[src/rtl/rxf_pkg.sv]
package rxf_pkg;
  localparam int unsigned CRC_BYTES = 2;

  typedef enum logic [2:0] {
    ST_HUNT,
    ST_HDR,
    ST_LEN,
    ST_PAY,
    ST_CRC
  } rxf_state_e;

  // Field that follows a known payload length.
  function automatic rxf_state_e after_len(input logic [7:0] plen, input logic crc_on);
    if (plen != 8'd0) return ST_PAY;
    if (crc_on)       return ST_CRC;
    return ST_HUNT;
  endfunction

  // Field that follows the header once it has passed.
  function automatic rxf_state_e after_hdr(input logic fix, input logic [7:0] pk_len,
                                           input logic crc_on);
    if (fix) return after_len(pk_len, crc_on);
    return ST_LEN;
  endfunction
endpackage

[src/rtl/rxf_seq.sv]
module rxf_seq
  import rxf_pkg::*;
#(
  parameter int unsigned HDR_BYTES = 2,
  parameter int unsigned DW        = 8
) (
  input  logic          clk,
  input  logic          rst_n,
  input  logic          rx_go,
  input  logic          sync_det,
  input  logic          byte_vld,
  input  logic [DW-1:0] byte_data,
  input  logic          hdr_pass,
  input  logic          crc_match,
  input  logic          cfg_ph_en,
  input  logic          cfg_fix_len,
  input  logic [DW-1:0] cfg_pk_len,
  input  logic          cfg_multi,
  input  logic          cfg_crc_en,
  output logic          take,
  output logic          rx_active,
  output logic          hunt_pulse,
  output logic [DW-1:0] rx_len,
  output logic          ev_pkt_ok,
  output logic          ev_crc_bad,
  output logic          ev_hdr_bad
);
  localparam logic [DW-1:0] HDR_LAST = DW'((HDR_BYTES == 0) ? 0 : HDR_BYTES - 1);
  localparam logic [DW-1:0] CRC_LAST = DW'(CRC_BYTES - 1);

  rxf_state_e    st, st_n;
  logic [DW-1:0] cnt, cnt_n;
  logic [DW-1:0] plen, plen_n;
  logic          cap_len;

  always_comb begin
    st_n       = st;
    cnt_n      = cnt;
    plen_n     = plen;
    take       = 1'b0;
    cap_len    = 1'b0;
    ev_pkt_ok  = 1'b0;
    ev_crc_bad = 1'b0;
    ev_hdr_bad = 1'b0;
    if (!cfg_ph_en) begin
      st_n  = ST_HUNT;
      cnt_n = '0;
      take  = rx_active && byte_vld;
    end else if (rx_active) begin
      unique case (st)
        ST_HUNT: begin
          if (sync_det) begin
            cnt_n = '0;
            if (HDR_BYTES == 0) begin
              plen_n    = cfg_pk_len;
              st_n      = after_hdr(cfg_fix_len, cfg_pk_len, cfg_crc_en);
              ev_pkt_ok = (st_n == ST_HUNT);
            end else begin
              st_n = ST_HDR;
            end
          end
        end
        ST_HDR: begin
          if (byte_vld) begin
            take  = cfg_multi;
            cnt_n = cnt + 1'b1;
            if (cnt == HDR_LAST) begin
              cnt_n = '0;
              if (!hdr_pass) begin
                ev_hdr_bad = 1'b1;
                st_n       = ST_HUNT;
              end else begin
                plen_n    = cfg_pk_len;
                st_n      = after_hdr(cfg_fix_len, cfg_pk_len, cfg_crc_en);
                ev_pkt_ok = (st_n == ST_HUNT);
              end
            end
          end
        end
        ST_LEN: begin
          if (byte_vld) begin
            take      = cfg_multi;
            cap_len   = 1'b1;
            plen_n    = byte_data;
            cnt_n     = '0;
            st_n      = after_len(byte_data, cfg_crc_en);
            ev_pkt_ok = (st_n == ST_HUNT);
          end
        end
        ST_PAY: begin
          if (byte_vld) begin
            take  = 1'b1;
            cnt_n = cnt + 1'b1;
            if (cnt == plen - 1'b1) begin
              cnt_n     = '0;
              st_n      = cfg_crc_en ? ST_CRC : ST_HUNT;
              ev_pkt_ok = !cfg_crc_en;
            end
          end
        end
        ST_CRC: begin
          if (byte_vld) begin
            cnt_n = cnt + 1'b1;
            if (cnt == CRC_LAST) begin
              cnt_n      = '0;
              st_n       = ST_HUNT;
              ev_pkt_ok  = crc_match;
              ev_crc_bad = !crc_match;
            end
          end
        end
        default: st_n = ST_HUNT;
      endcase
    end
  end

  always_ff @(posedge clk or negedge rst_n) begin
    if (!rst_n) begin
      st         <= ST_HUNT;
      cnt        <= '0;
      plen       <= '0;
      rx_len     <= '0;
      rx_active  <= 1'b0;
      hunt_pulse <= 1'b0;
    end else begin
      st         <= st_n;
      cnt        <= cnt_n;
      plen       <= plen_n;
      hunt_pulse <= ev_hdr_bad || ev_crc_bad || (ev_pkt_ok && cfg_multi);
      if (cap_len) rx_len <= byte_data;
      if (rx_go)                       rx_active <= 1'b1;
      else if (ev_pkt_ok && !cfg_multi) rx_active <= 1'b0;
    end
  end
endmodule

[src/rtl/rxf_route.sv]
module rxf_route #(
  parameter int unsigned DW = 8
) (
  input  logic          clk,
  input  logic          rst_n,
  input  logic          take,
  input  logic [DW-1:0] byte_data,
  output logic          fifo_we,
  output logic [DW-1:0] fifo_wdata
);
  always_ff @(posedge clk or negedge rst_n) begin
    if (!rst_n) begin
      fifo_we    <= 1'b0;
      fifo_wdata <= '0;
    end else begin
      fifo_we <= take;
      if (take) fifo_wdata <= byte_data;
    end
  end
endmodule

[src/rtl/rxf_status.sv]
module rxf_status (
  input  logic clk,
  input  logic rst_n,
  input  logic ev_pkt_ok,
  input  logic ev_crc_bad,
  input  logic stat_clr,
  input  logic irq_en_valid,
  input  logic irq_en_crc,
  output logic stat_valid,
  output logic stat_crc_err,
  output logic irq
);
  always_ff @(posedge clk or negedge rst_n) begin
    if (!rst_n) begin
      stat_valid   <= 1'b0;
      stat_crc_err <= 1'b0;
    end else begin
      if (ev_pkt_ok)     stat_valid <= 1'b1;
      else if (stat_clr) stat_valid <= 1'b0;
      if (ev_crc_bad)    stat_crc_err <= 1'b1;
      else if (stat_clr) stat_crc_err <= 1'b0;
    end
  end

  assign irq = (stat_valid && irq_en_valid) || (stat_crc_err && irq_en_crc);
endmodule

[src/rtl/rx_frame_ctrl.sv]
module rx_frame_ctrl #(
  parameter int unsigned HDR_BYTES = 2,
  parameter int unsigned DW        = 8
) (
  input  logic          clk,
  input  logic          rst_n,
  input  logic          rx_go,
  input  logic          sync_det,
  input  logic          byte_vld,
  input  logic [DW-1:0] byte_data,
  input  logic          hdr_pass,
  input  logic          crc_match,
  input  logic          cfg_ph_en,
  input  logic          cfg_fix_len,
  input  logic [DW-1:0] cfg_pk_len,
  input  logic          cfg_multi,
  input  logic          cfg_crc_en,
  input  logic          irq_en_valid,
  input  logic          irq_en_crc,
  input  logic          stat_clr,
  output logic          fifo_we,
  output logic [DW-1:0] fifo_wdata,
  output logic [DW-1:0] rx_len,
  output logic          rx_active,
  output logic          hunt_preamble,
  output logic          stat_valid,
  output logic          stat_crc_err,
  output logic          irq
);
  logic take;
  logic ev_pkt_ok;
  logic ev_crc_bad;
  logic ev_hdr_bad;

  rxf_seq #(.HDR_BYTES(HDR_BYTES), .DW(DW)) seq_i (
    .clk        (clk),
    .rst_n      (rst_n),
    .rx_go      (rx_go),
    .sync_det   (sync_det),
    .byte_vld   (byte_vld),
    .byte_data  (byte_data),
    .hdr_pass   (hdr_pass),
    .crc_match  (crc_match),
    .cfg_ph_en  (cfg_ph_en),
    .cfg_fix_len(cfg_fix_len),
    .cfg_pk_len (cfg_pk_len),
    .cfg_multi  (cfg_multi),
    .cfg_crc_en (cfg_crc_en),
    .take       (take),
    .rx_active  (rx_active),
    .hunt_pulse (hunt_preamble),
    .rx_len     (rx_len),
    .ev_pkt_ok  (ev_pkt_ok),
    .ev_crc_bad (ev_crc_bad),
    .ev_hdr_bad (ev_hdr_bad)
  );

  rxf_route #(.DW(DW)) route_i (
    .clk       (clk),
    .rst_n     (rst_n),
    .take      (take),
    .byte_data (byte_data),
    .fifo_we   (fifo_we),
    .fifo_wdata(fifo_wdata)
  );

  rxf_status status_i (
    .clk         (clk),
    .rst_n       (rst_n),
    .ev_pkt_ok   (ev_pkt_ok),
    .ev_crc_bad  (ev_crc_bad),
    .stat_clr    (stat_clr),
    .irq_en_valid(irq_en_valid),
    .irq_en_crc  (irq_en_crc),
    .stat_valid  (stat_valid),
    .stat_crc_err(stat_crc_err),
    .irq         (irq)
  );
endmodule

[config.mk]
export PLATFORM = sky130hd
export DESIGN_NAME = rx_frame_ctrl
export DESIGN_NICKNAME = d
export VERILOG_FILES = /design/src/rtl/rxf_pkg.sv /design/src/rtl/rxf_seq.sv /design/src/rtl/rxf_route.sv /design/src/rtl/rxf_status.sv /design/src/rtl/rx_frame_ctrl.sv
export SDC_FILE = /design/constraint.sdc
export NUM_CORES = 1
export LEC_CHECK = 0
export BUFFER_PORTS_ARGS = -buffer_cell sky130_fd_sc_hd__buf_4
export CORE_MARGIN = 2
export CORE_UTILIZATION = 35
export DETAILED_ROUTE_END_ITERATION = 6
export HOLD_SLACK_MARGIN = 0.06
export PLACE_DENSITY = 0.56
export RECOVER_POWER = 50
export REMOVE_ABC_BUFFERS = 1
export SLEW_MARGIN = 15
export SYNTH_ARGS = -nofsm -noshare
export SYNTH_HDL_FRONTEND = slang
export SYNTH_HIERARCHICAL = 1
export SYNTH_SLANG_ARGS = --single-unit
[constraint.sdc]
create_clock -name clk -period 2.5 [get_ports clk]
set_input_delay 0.25 -clock clk [delete_from_list [all_inputs] [get_ports clk]]
set_output_delay 0.25 -clock clk [all_outputs]
set_load 0.005 [all_outputs]
==> reports/summary.json <==
{
  "run_status": {"value": "finished clean"},
  "yosysWarnings": {"value": 6},
  "timing.final.crit_period": {"value": 2.305, "unit": "ns"},
  "cts_root_buf": {"value": "sky130_fd_sc_hd__clkbuf_8"},
  "max_stage_delay": {"value": 0.44, "unit": "ns"},
  "worst_skew_pair.late_latency": {"value": 0.30, "unit": "ns"},
  "cpMaxStageDelayCell": {"value": "sky130_fd_sc_hd__dfrtp_1"},
  "design_power_total": {"value": 0.002920, "unit": "W"},
  "grt_start_max_net_pins": {"value": 41},
  "synthFlopType": {"value": "sky130_fd_sc_hd__dfrtp_1"},
  "post-route-period-util": {"value": 0.9222},
  "endpoints_failing_setup": {"value": 0},
  "critical_path.n_buffers_inverters": {"value": 1},
  "pre_cts_worst_setup_slack": {"value": 0.2207, "unit": "ns"},
  "rr_endpoint": {"value": "seq_i/cnt[5]"},
  "route.vias.total": {"value": 2041},
  "synth_enable_flop_cells": {"value": 0},
  "floorplan_die_height": {"value": 87.62, "unit": "um"},
  "hold_path_end": {"value": "seq_i/hunt_pulse"},
  "cts_tree": {"value": "done"},
  "ys_seq_elements": {"value": 40},
  "timing.critical_path.arrival": {"value": 2.48, "unit": "ns"},
  "cts.clk_slew.worst_paths": {"value": 0.08, "unit": "ns"},
  "cts_made_buffers": {"value": 5},
  "average_vias_per_placed_instance": {"value": 5.154},
  "cts.htree.levels": {"value": 2},
  "synth_xor_xnor_area_share": {"value": 0.03937},
  "peak_fanout_along_the_critical_path": {"value": 7},
  "top_level_ports": {"value": 52},
  "area_delta_synth_final": {"value": 25.97, "unit": "%"},
  "routedWlPerCell": {"value": 15.19, "unit": "um"},
  "vdd.ir_drop.worst": {"value": 0.0004678, "unit": "V"},
  "finalSetupTns": {"value": 0, "unit": "ns"},
  "clockBufferDepth": {"value": 2},
  "post_synthesis_area_per_instance": {"value": 10.07, "unit": "um2"},
  "detailed_place_hpwl": {"value": 4.567, "unit": "mm"},
  "worstSetupStartpointType": {"value": "register"},
  "synth_top_area_share": {"value": 0.4090},
  "hold_path.class": {"value": "in2reg"},
  "floorplan.die_area": {"value": 7677, "unit": "um2"},
  "antenna_cells": {"value": 0},
  "reg2reg_from": {"value": "seq_i/plen[0]"},
  "synth_fa_ha_area_frac": {"value": 0.01534},
  "setup_slack": {"value": 0.1946, "unit": "ns"},
  "hold-worst-slack": {"value": 0.1970, "unit": "ns"},
  "clock_skew": {"value": 0.005565, "unit": "ns"},
  "num_rows": {"value": 30},
  "hp-start": {"value": "cfg_multi"},
  "worstPathRequired": {"value": 2.67, "unit": "ns"},
  "path_cells": {"value": "inv_1, ha_1, nand2b_4, or3b_1, a211oi_2, a31oi_4, nor2_2, o311ai_1"},
  "r2r.worst_path.cells": {"value": 8},
  "die_outline_width": {"value": 87.62, "unit": "um"},
  "number_of_antenna_violations_at_the_first_check_in_global_routing": {"value": 0},
  "max_cap_viol_count": {"value": 0},
  "drt_pass1_iterations": {"value": 4},
  "wirelength": {"value": 6.017, "unit": "mm"},
  "aggregate_global_route_resource_usage": {"value": 0.1697},
  "slew_violations": {"value": 0},
  "worst_slew_margin_rel": {"value": 0.3496},
  "layout_cells_sized_above_1": {"value": 0.3300},
  "drc_errors": {"value": 0},
  "gpl.final_weighted_congestion": {"value": 0.8249},
  "setup_repair_after_global_routing_missed_its_margin": {"value": "no"},
  "synth_compound_area_frac": {"value": 0.1748},
  "synth_simple_gate_area_share": {"value": 0.2009},
  "timing.final.hold_violations": {"value": 0},
  "core_area": {"value": 6794, "unit": "um2"},
  "nets": {"value": 333},
  "min_delay_path_depth": {"value": 2},
  "synth_top_cells_by_area": {"value": "sky130_fd_sc_hd__dfrtp_1 (41%), sky130_fd_sc_hd__mux2_4 (4.9%), sky130_fd_sc_hd__mux2_2 (3.7%), sky130_fd_sc_hd__nand2_1 (3.7%), sky130_fd_sc_hd__mux2i_1 (3.3%)"},
  "timing_worst_slew_pin_value": {"value": 0.9756, "unit": "ns"},
  "drtAntennaViolNets": {"value": 0},
  "netlist.top_cell.by_area": {"value": "sky130_fd_sc_hd__dfrtp_1"},
  "placement.io_buffers": {"value": 51},
  "worstSetupEndpointType": {"value": "register"},
  "netlist_instances": {"value": 243},
  "timing.fmax": {"value": 433.8, "unit": "MHz"},
  "grt_pass1_vias": {"value": 2027},
  "drtIter0Drc": {"value": 140},
  "ys_async_sr_fraction": {"value": 1.000},
  "initial_core_util": {"value": 0.3602},
  "combinational_family_with_the_most_area_after_synthesis": {"value": "simple AND/OR/NAND/NOR gates"},
  "worstSetupPathType": {"value": "reg2reg"},
  "grt_first_pass_wirelength": {"value": 10.16, "unit": "mm"},
  "yosysUniqueCellTypes": {"value": 61},
  "synthMuxAreaShare": {"value": 0.1186},
  "numClockSinks": {"value": 40},
  "grt_overflow": {"value": 0},
  "setup.reg_to_reg.worst_slack": {"value": 0.19, "unit": "ns"},
  "cp_top_family": {"value": "simple AND/OR/NAND/NOR gates"},
  "synth.cell_area": {"value": 2447, "unit": "um2"},
  "cts_setup_buffers": {"value": 0},
  "synth-seq-area-share": {"value": 0.4090},
  "powerDensity": {"value": 947.3, "unit": "nW/um2"},
  "p_leak": {"value": 1.321, "unit": "nW"}
}
[per-stage QoR]
step,util,cells,instance area [um2]
floorplan,-,233,2382
global placement,0.4335,388,2945
detailed placement,0.4335,388,2945
CTS,0.4540,396,3084
global route,0.4538,396,3083
finish,0.4538,396,3083
[cell usage after synthesis (5+ instances only)]
| cell type | number |
|---|---|
| sky130_fd_sc_hd__a21oi_1 | 13 |
| sky130_fd_sc_hd__dfrtp_1 | 40 |
| sky130_fd_sc_hd__inv_1 | 10 |
| sky130_fd_sc_hd__mux2_2 | 8 |
| sky130_fd_sc_hd__mux2_4 | 8 |
| sky130_fd_sc_hd__mux2i_1 | 8 |
| sky130_fd_sc_hd__nand2_1 | 24 |
| sky130_fd_sc_hd__nand3_1 | 10 |
| sky130_fd_sc_hd__nor2_1 | 20 |
| sky130_fd_sc_hd__nor4_1 | 6 |
| sky130_fd_sc_hd__o211ai_1 | 7 |
| sky130_fd_sc_hd__o21ai_0 | 5 |
| sky130_fd_sc_hd__xnor2_1 | 8 |
[per-layer routing]
layer / global-route usage / wire length [um] / share of wire
met3: 0.04241 / 384 / 0.064
met4: 0.04196 / 64 / 0.011
met2: 0.2569 / 2669 / 0.44
met5: 0 / 0 / 0
met1: 0.2434 / 2898 / 0.48
[layout make-up]
| cell class | count | area [um2] |
|---|---|---|
| fill | 667 | 3711 |
| multi-input combinational | 183 | 1353 |
| sequential | 40 | 1001 |
| timing repair buffer | 60 | 442.9 |
| tap | 96 | 120.1 |
| clock buffer | 5 | 68.82 |
| clock inverter | 2 | 60.06 |
| inverter | 10 | 37.54 |
[how the worst max path moves through the flow]
stage	cells past startpoint	endpoint	from
6_report	8	seq_i/cnt[5]	seq_i/plen[0]
5_1_grt	8	seq_i/cnt[4]	seq_i/plen[0]
4_1_cts	8	seq_i/cnt[5]	seq_i/plen[0]
3_5_place_dp	8	seq_i/cnt[5]	seq_i/plen[0]
3_3_place_gp	8	seq_i/cnt[5]	seq_i/plen[0]
2_1_floorplan	8	seq_i/cnt[5]	seq_i/plen[0]
[what timing repair did]
item	in CTS	in global routing
hold buffers	1	0
resized for setup	0	1
hold endpoints to repair	40	0
setup endpoints to repair	0	1
[power by group]
part | internal, W | switching [W]
logic | 0.000647 | 0.000593
clock network | 0.000393 | 0.000243
registers | 0.000850 | 0.000193
total | 0.00189 | 0.00103
[sequential cells by signal, summed over array words and instances, names as in the netlist]
name / flops
route_i/fifo_we: 1
seq_i/rx_active: 1
status_i/stat_valid: 1
seq_i/cnt: 8
seq_i/hunt_pulse: 1
route_i/fifo_wdata: 8
seq_i/st: 3
status_i/stat_crc_err: 1
seq_i/rx_len: 8
seq_i/plen: 8
[cell families (layout without fill, tap and decap cells)]
family | count (synthesis) | in the layout
simple gates | 89 | 89
compound gates | 56 | 56
flops | 40 | 40
mux | 24 | 24
buf+inv | 20 | 77
xor+xnor | 11 | 11
fa+ha+maj | 3 | 3
[placed cells by master, fill, tap and decap left out, types with 4 or more instances in the layout]
master,netlist,layout
sky130_fd_sc_hd__buf_4,0,47
sky130_fd_sc_hd__dfrtp_1,40,40
sky130_fd_sc_hd__nand2_1,24,24
sky130_fd_sc_hd__nor2_1,20,20
sky130_fd_sc_hd__a21oi_1,13,13
sky130_fd_sc_hd__inv_1,10,10
sky130_fd_sc_hd__nand3_1,10,10
sky130_fd_sc_hd__clkbuf_4,0,9
sky130_fd_sc_hd__mux2_4,8,8
sky130_fd_sc_hd__xnor2_1,8,8
sky130_fd_sc_hd__mux2i_1,8,8
sky130_fd_sc_hd__mux2_2,8,8
sky130_fd_sc_hd__o211ai_1,7,7
sky130_fd_sc_hd__nor4_1,6,6
sky130_fd_sc_hd__clkbuf_8,0,5
sky130_fd_sc_hd__o21ai_0,5,5
sky130_fd_sc_hd__nor3_1,4,4
No activity file was read; power rests on OpenSTA's default activity.
